**src/rtl/rxa_pkg.sv**
```systemverilog
package rxa_pkg;
  typedef enum logic [2:0] {
    ST_HUNT  = 3'd0,
    ST_START = 3'd1,
    ST_DATA  = 3'd2,
    ST_STOP  = 3'd3,
    ST_RECOV = 3'd4
  } rx_state_e;
endpackage

```
**src/rtl/rxa_sync.sv**
```systemverilog
module rxa_sync #(
  parameter int STAGES = 2
) (
  input  logic clk,
  input  logic rst_n,
  input  logic d_i,
  output logic q_o
);
  logic [STAGES-1:0] chain_q;
  logic [STAGES-1:0] chain_d;

  always_comb begin
    chain_d = {chain_q[STAGES-2:0], d_i};
  end

  // idle level of the line is high
  always_ff @(posedge clk or negedge rst_n) begin
    if (!rst_n) chain_q <= '1;
    else        chain_q <= chain_d;
  end

  assign q_o = chain_q[STAGES-1];
endmodule

```
**src/rtl/rxa_deframe.sv**
```systemverilog
module rxa_deframe
  import rxa_pkg::*;
#(
  parameter int OVS    = 16,
  parameter int DATA_W = 8
) (
  input  logic              clk,
  input  logic              rst_n,
  input  logic              rx_s_i,
  input  logic [1:0]        len_code_i,
  output logic              load_o,
  output logic              ferr_o,
  output logic [DATA_W-1:0] data_o
);
  localparam int CNT_W = $clog2(OVS);
  localparam int IDX_W = $clog2(DATA_W);
  localparam int HALF  = OVS / 2;
  localparam logic [CNT_W-1:0] CNT_MID  = CNT_W'(HALF - 1);
  localparam logic [CNT_W-1:0] CNT_FULL = CNT_W'(OVS - 1);
  localparam logic [IDX_W-1:0] IDX_BASE = IDX_W'(DATA_W - 4);

  rx_state_e         state_q, state_d;
  logic [CNT_W-1:0]  cnt_q, cnt_d;
  logic [IDX_W-1:0]  idx_q, idx_d;
  logic [IDX_W-1:0]  last_q, last_d;
  logic [DATA_W-1:0] shf_q, shf_d;

  always_comb begin
    state_d = state_q;
    cnt_d   = cnt_q;
    idx_d   = idx_q;
    last_d  = last_q;
    shf_d   = shf_q;
    load_o  = 1'b0;
    ferr_o  = 1'b0;
    unique case (state_q)
      ST_HUNT: begin
        cnt_d = '0;
        if (!rx_s_i) state_d = ST_START;
      end
      ST_START: begin
        cnt_d = cnt_q + 1'b1;
        if (cnt_q == CNT_MID) begin
          cnt_d = '0;
          if (rx_s_i) begin
            state_d = ST_HUNT;
          end else begin
            state_d = ST_DATA;
            idx_d   = '0;
            shf_d   = '0;
            last_d  = IDX_BASE + IDX_W'(len_code_i);
          end
        end
      end
      ST_DATA: begin
        cnt_d = cnt_q + 1'b1;
        if (cnt_q == CNT_FULL) begin
          cnt_d        = '0;
          shf_d[idx_q] = rx_s_i;
          if (idx_q == last_q) state_d = ST_STOP;
          else                 idx_d   = idx_q + 1'b1;
        end
      end
      ST_STOP: begin
        cnt_d = cnt_q + 1'b1;
        if (cnt_q == CNT_FULL) begin
          cnt_d   = '0;
          load_o  = 1'b1;
          ferr_o  = !rx_s_i;
          state_d = rx_s_i ? ST_HUNT : ST_RECOV;
        end
      end
      ST_RECOV: begin
        cnt_d = cnt_q + 1'b1;
        if (cnt_q == CNT_MID) begin
          cnt_d   = '0;
          state_d = ST_HUNT;
        end
      end
      default: begin
        state_d = ST_HUNT;
        cnt_d   = '0;
      end
    endcase
  end

  always_ff @(posedge clk or negedge rst_n) begin
    if (!rst_n) begin
      state_q <= ST_HUNT;
      cnt_q   <= '0;
      idx_q   <= '0;
      last_q  <= '0;
      shf_q   <= '0;
    end else begin
      state_q <= state_d;
      cnt_q   <= cnt_d;
      idx_q   <= idx_d;
      last_q  <= last_d;
      shf_q   <= shf_d;
    end
  end

  assign data_o = shf_q;


  start_confirm_chk: assert property (@(posedge clk) disable iff (!rst_n)
    (state_q == ST_DATA && $past(state_q) == ST_START) |-> !$past(rx_s_i));


  idx_range_chk: assert property (@(posedge clk) disable iff (!rst_n)
    (state_q == ST_DATA) |-> (idx_q <= last_q));


  recov_entry_chk: assert property (@(posedge clk) disable iff (!rst_n)
    (load_o && ferr_o) |=> (state_q == ST_RECOV));


  recov_len_chk: assert property (@(posedge clk) disable iff (!rst_n)
    (state_q == ST_HUNT && $past(state_q) == ST_RECOV) |-> ($past(cnt_q) == CNT_MID));
endmodule

```
**src/rtl/rxa_hold.sv**
```systemverilog
module rxa_hold #(
  parameter int DATA_W = 8
) (
  input  logic              clk,
  input  logic              rst_n,
  input  logic              load_i,
  input  logic [DATA_W-1:0] ld_data_i,
  input  logic              ld_ferr_i,
  input  logic              ready_i,
  output logic              valid_o,
  output logic [DATA_W-1:0] data_o,
  output logic              ferr_o,
  output logic              ovr_o
);
  logic              valid_q, valid_d;
  logic [DATA_W-1:0] data_q, data_d;
  logic              ferr_q, ferr_d;
  logic              ovr_q, ovr_d;
  logic              busy;

  always_comb begin
    busy    = valid_q && !ready_i;
    valid_d = valid_q;
    data_d  = data_q;
    ferr_d  = ferr_q;
    ovr_d   = ovr_q;
    if (load_i) begin
      valid_d = 1'b1;
      data_d  = ld_data_i;
      ferr_d  = ld_ferr_i;
      ovr_d   = busy;
    end else if (valid_q && ready_i) begin
      valid_d = 1'b0;
      ferr_d  = 1'b0;
      ovr_d   = 1'b0;
    end
  end

  always_ff @(posedge clk or negedge rst_n) begin
    if (!rst_n) begin
      valid_q <= 1'b0;
      data_q  <= '0;
      ferr_q  <= 1'b0;
      ovr_q   <= 1'b0;
    end else begin
      valid_q <= valid_d;
      data_q  <= data_d;
      ferr_q  <= ferr_d;
      ovr_q   <= ovr_d;
    end
  end

  assign valid_o = valid_q;
  assign data_o  = data_q;
  assign ferr_o  = ferr_q;
  assign ovr_o   = ovr_q;


  hold_stable_chk: assert property (@(posedge clk) disable iff (!rst_n)
    (valid_q && !ready_i && !load_i) |=> (valid_q && $stable(data_q)));


  take_clear_chk: assert property (@(posedge clk) disable iff (!rst_n)
    (valid_q && ready_i && !load_i) |=> !valid_q);


  overrun_set_chk: assert property (@(posedge clk) disable iff (!rst_n)
    (load_i && valid_q && !ready_i) |=> ovr_q);


  overrun_clr_chk: assert property (@(posedge clk) disable iff (!rst_n)
    (load_i && !valid_q) |=> !ovr_q);
endmodule

```
**src/rtl/rxa_receiver.sv**
```systemverilog
module rxa_receiver #(
  parameter int OVS       = 16,
  parameter int DATA_W    = 8,
  parameter int SYNC_STGS = 2
) (
  input  logic              clk_rx16,
  input  logic              rst_n,
  input  logic              rxd_i,
  input  logic [1:0]        rx_len_i,
  input  logic              rx_ready_i,
  output logic              rx_valid_o,
  output logic [DATA_W-1:0] rx_data_o,
  output logic              rx_frame_err_o,
  output logic              rx_overrun_o
);
  logic              rx_s;
  logic              ld;
  logic              ld_ferr;
  logic [DATA_W-1:0] ld_data;

  rxa_sync #(.STAGES(SYNC_STGS)) u_sync (
    .clk   (clk_rx16),
    .rst_n (rst_n),
    .d_i   (rxd_i),
    .q_o   (rx_s)
  );

  rxa_deframe #(.OVS(OVS), .DATA_W(DATA_W)) u_deframe (
    .clk        (clk_rx16),
    .rst_n      (rst_n),
    .rx_s_i     (rx_s),
    .len_code_i (rx_len_i),
    .load_o     (ld),
    .ferr_o     (ld_ferr),
    .data_o     (ld_data)
  );

  rxa_hold #(.DATA_W(DATA_W)) u_hold (
    .clk       (clk_rx16),
    .rst_n     (rst_n),
    .load_i    (ld),
    .ld_data_i (ld_data),
    .ld_ferr_i (ld_ferr),
    .ready_i   (rx_ready_i),
    .valid_o   (rx_valid_o),
    .data_o    (rx_data_o),
    .ferr_o    (rx_frame_err_o),
    .ovr_o     (rx_overrun_o)
  );
endmodule

```
**config.mk**
```make
export PLATFORM = sky130hd
export DESIGN_NAME = rxa_receiver
export DESIGN_NICKNAME = d
export VERILOG_FILES = /design/src/rtl/rxa_pkg.sv /design/src/rtl/rxa_sync.sv /design/src/rtl/rxa_deframe.sv /design/src/rtl/rxa_hold.sv /design/src/rtl/rxa_receiver.sv
export SDC_FILE = /design/constraint.sdc
export NUM_CORES = 1
export LEC_CHECK = 0
export ABC_AREA = 1
export CORE_MARGIN = 2
export CORE_UTILIZATION = 35
export DETAILED_ROUTE_END_ITERATION = 10
export PLACE_DENSITY = 0.51
export SYNTH_ARGS = -nofsm -noshare
export SYNTH_HDL_FRONTEND = slang
export SYNTH_SLANG_ARGS = --single-unit
```
**constraint.sdc**
```tcl
create_clock -name clk_rx16 -period 3.18 [get_ports clk_rx16]
set_input_delay 0.795 -clock clk_rx16 [delete_from_list [all_inputs] [get_ports clk_rx16]]
set_output_delay 0.795 -clock clk_rx16 [all_outputs]
set_load 0.01 [all_outputs]
```
==> impl_metrics.ini <==
[clock_network]
cts_tree = done
cts_hold_buf = 0
cts_root_buf = clkbuf_8
clk_latency_ns = 0.28
cts_sinks = 34
post_cts_resized = 0
cts.clk_slew.worst_paths_ns = 0.06
htreeDepth = 2
cts_setup_buffers = 0
clk_path_buf_depth = 2
cts_buffers = 5

[route]
drt_iter0_drc = 65
firstDrtPassIters = 4
totalWireLength_mm = 2.93
drc = 0
ant_nets = 0
drt-vias-per-instance = 4.63
drt-wirelength-per-cell_um = 11.3
via_count = 1203

[setup_path]
worst-path-buf-inv = 1
crit_chain = clkdlybuf4s50_1
cp-start-kind = flip-flop
crit_path_max_fanout = 3
cp_top_family = buffers and inverters
cpPeakStageDelay_ns = 0.54
path_class = reg -> out
cp.required_ns = 2.38
r2r_cells = 5
cp_slowest_cell = clkdlybuf4s50_1
crit_cells = 1
worst_ep_arrival_time_ns = 1.17
cp-end-kind = primary output

[die]
die_w_um = 73.1
ios = 17
die_area_um2 = 5350
coreArea_um2 = 4660
start_util = 0.359
rows = 25
die_h_um = 73.1

[worst_hold_path]
min_path_type = reg -> reg
hold_path_depth = 0

[timing]
slew_headroom = 0.656
final.setup.tns_ns = 0
worst_slack_ns = 1.21
finalCritPeriodShare = 0.619
fin_crit_ns = 1.97
rsz0062_at_grt = false
tightest_slew_ns = 0.514
finClkSkew_ns = 0.00316
hold_violations = 0
final-setup-viol-count = 0
fmax_ghz = 0.508
final_max_slew_viol_count = 0

[grt]
first_global_vias = 1155
track_usage = 0.128
busiest_layer = met2
antenna_found_initial = 0
grt_pass1_wl_mm = 5.17
grt_use_met2 = 0.189
grt_use_met3 = 0.0483
grt_use_met1 = 0.163
grt_max_degree = 35
overflow = 0

[synth]
ys_warn_count = 0
ys_types = 27
synth.avg_cell_area_um2 = 8.99
syn_inst = 186
ys_seq_elements = 34
synth_seq_area_share = 0.510
synth_top_area_cell = dfrtp_1
syn_area_um2 = 1670
synth.net_count = 194
synth.area.top_cells = dfrtp_1, nand2_1, nand3_1, mux2_4, inv_1
synth_top_area_frac = 0.479

[status]
status = finished clean

[power]
total_power_uw = 1290
leakage_uw = 0.000979
p_per_area_nw_per_um2 = 662
peakVddDrop_v = 0.000313

[cells_and_area]
fin_util = 0.418
nets = 213
n_antenna_cell = 0
fillers = 453
area_growth_pct = 16.6
stdcell_area_um2 = 1950
drive_gt1_frac = 0.131

[run]
drv_cap = 0

[placed_design]
dp_hpwl_mm = 2.08
place.gp.congestion = 0.827
portBuffers = 16
dpl_cell_area_um2 = 1870
dp_slack_ns = 1.51
[worst register-to-register path, delay by kind of cell (launching register included)]
| family | cells | cell delay (ns) |
|---|---|---|
| buf+inv | 1 | 0.07 |
| simple gates | 2 | 0.43 |
| mux | 1 | 0.39 |
| flops | 1 | 0.40 |
| fa+ha+maj | 1 | 0.25 |
[kinds of logic (layout without fill, tap and decap cells)]
group / count (synthesis) / in the layout / synth area share
mux: 8 / 8 / 0.0629
flops: 34 / 34 / 0.510
simple gates: 108 / 108 / 0.299
xor+xnor: 5 / 5 / 0.0262
fa+ha+maj: 2 / 2 / 0.0150
buf+inv: 21 / 41 / 0.0599
compound gates: 8 / 8 / 0.0262
[synth_stat cells (all sizes together)]
cell type and instances:
a21oi 2, buf 5, dfrtp 32, dfstp 2
ha 2, inv 16, mux2 8, nand2 59
nand3 20, nand3b 4, nand4 2, nor2 14
nor3 5, o21ai 6, or2 4, xnor2 4
xor2 1
[power by group]
| group | internal, uW | leakage (uW) | switching [uW] |
|---|---|---|---|
| Clock | 155 | 0.0000395 | 142 |
| Combinational | 150 | 0.000488 | 273 |
| Sequential | 497 | 0.000451 | 74.0 |
[sequential cells by signal (all words and copies together) (netlist names)]
register / flops
u_hold.data_o: 8
u_hold.valid_o: 1
u_sync.chain_q: 2
u_hold.ferr_o: 1
u_deframe.cnt_q: 4
u_deframe.last_q: 3
u_deframe.data_o: 8
u_deframe.idx_q: 3
u_deframe.state_q: 3
u_hold.ovr_o: 1
[per-layer routing]
metal	wire length, um	up-vias	part of all wire
met5	0	-	0
met4	42	0	0.014
met3	128	5	0.044
met2	1310	18	0.45
met1	1450	546	0.49
li1	-	634	-
[final timing paths]
check / slack, ns / from / to
max in group asynchronous: 1.93 / rst_n / u_sync.chain_q[1]
worst max-delay path: 1.21 / u_hold.valid_o / rx_valid_o
worst max register to register: 1.54 / u_deframe.cnt_q[0] / u_hold.data_o[1]
min in group asynchronous: 0.93 / rst_n / u_hold.data_o[3]
worst min-delay path: 0.36 / u_sync.chain_q[0] / u_sync.chain_q[1]
worst min register to register: 0.36 / u_sync.chain_q[0] / u_sync.chain_q[1]
[area by class of cell]
| cell class | count | area (um^2) | share of cell area |
|---|---|---|---|
| sequential | 34 | 853 | 0.438 |
| multi-input combinational | 131 | 718 | 0.368 |
| timing repair buffer | 17 | 168 | 0.0860 |
| clock buffer | 8 | 80.1 | 0.0411 |
| tap | 54 | 67.6 | 0.0347 |
| inverter | 16 | 62.6 | 0.0321 |
[through the flow]
stage / hold WS (ns) / cells
2_1_floorplan: 0.345 / 186
3_3_place_gp: 0.346 / 252
3_5_place_dp: 0.347 / 252
4_1_cts: 0.357 / 260
5_1_grt: 0.366 / 260
6_report: 0.356 / 260
[layout by cell type, fill, tap and decap left out]
cell type         n
a21oi_1           1
a21oi_2           1
buf_4             1
clkbuf_1          3
clkbuf_8          5
clkdlybuf4s50_1  16
dfrtp_1          32
dfstp_2           2
ha_1              2
inv_1            15
inv_4             1
mux2_1            1
mux2_2            3
mux2_4            4
nand2_1          55
nand2_2           3
nand2_4           1
nand3_1          20
nand3b_1          4
nand4_1           2
nor2_1           12
nor2_2            1
nor2_8            1
nor3_1            5
o21ai_0           3
o21ai_1           3
or2_2             4
xnor2_1           4
xor2_1            1
Power figures use the tool's default switching activity.
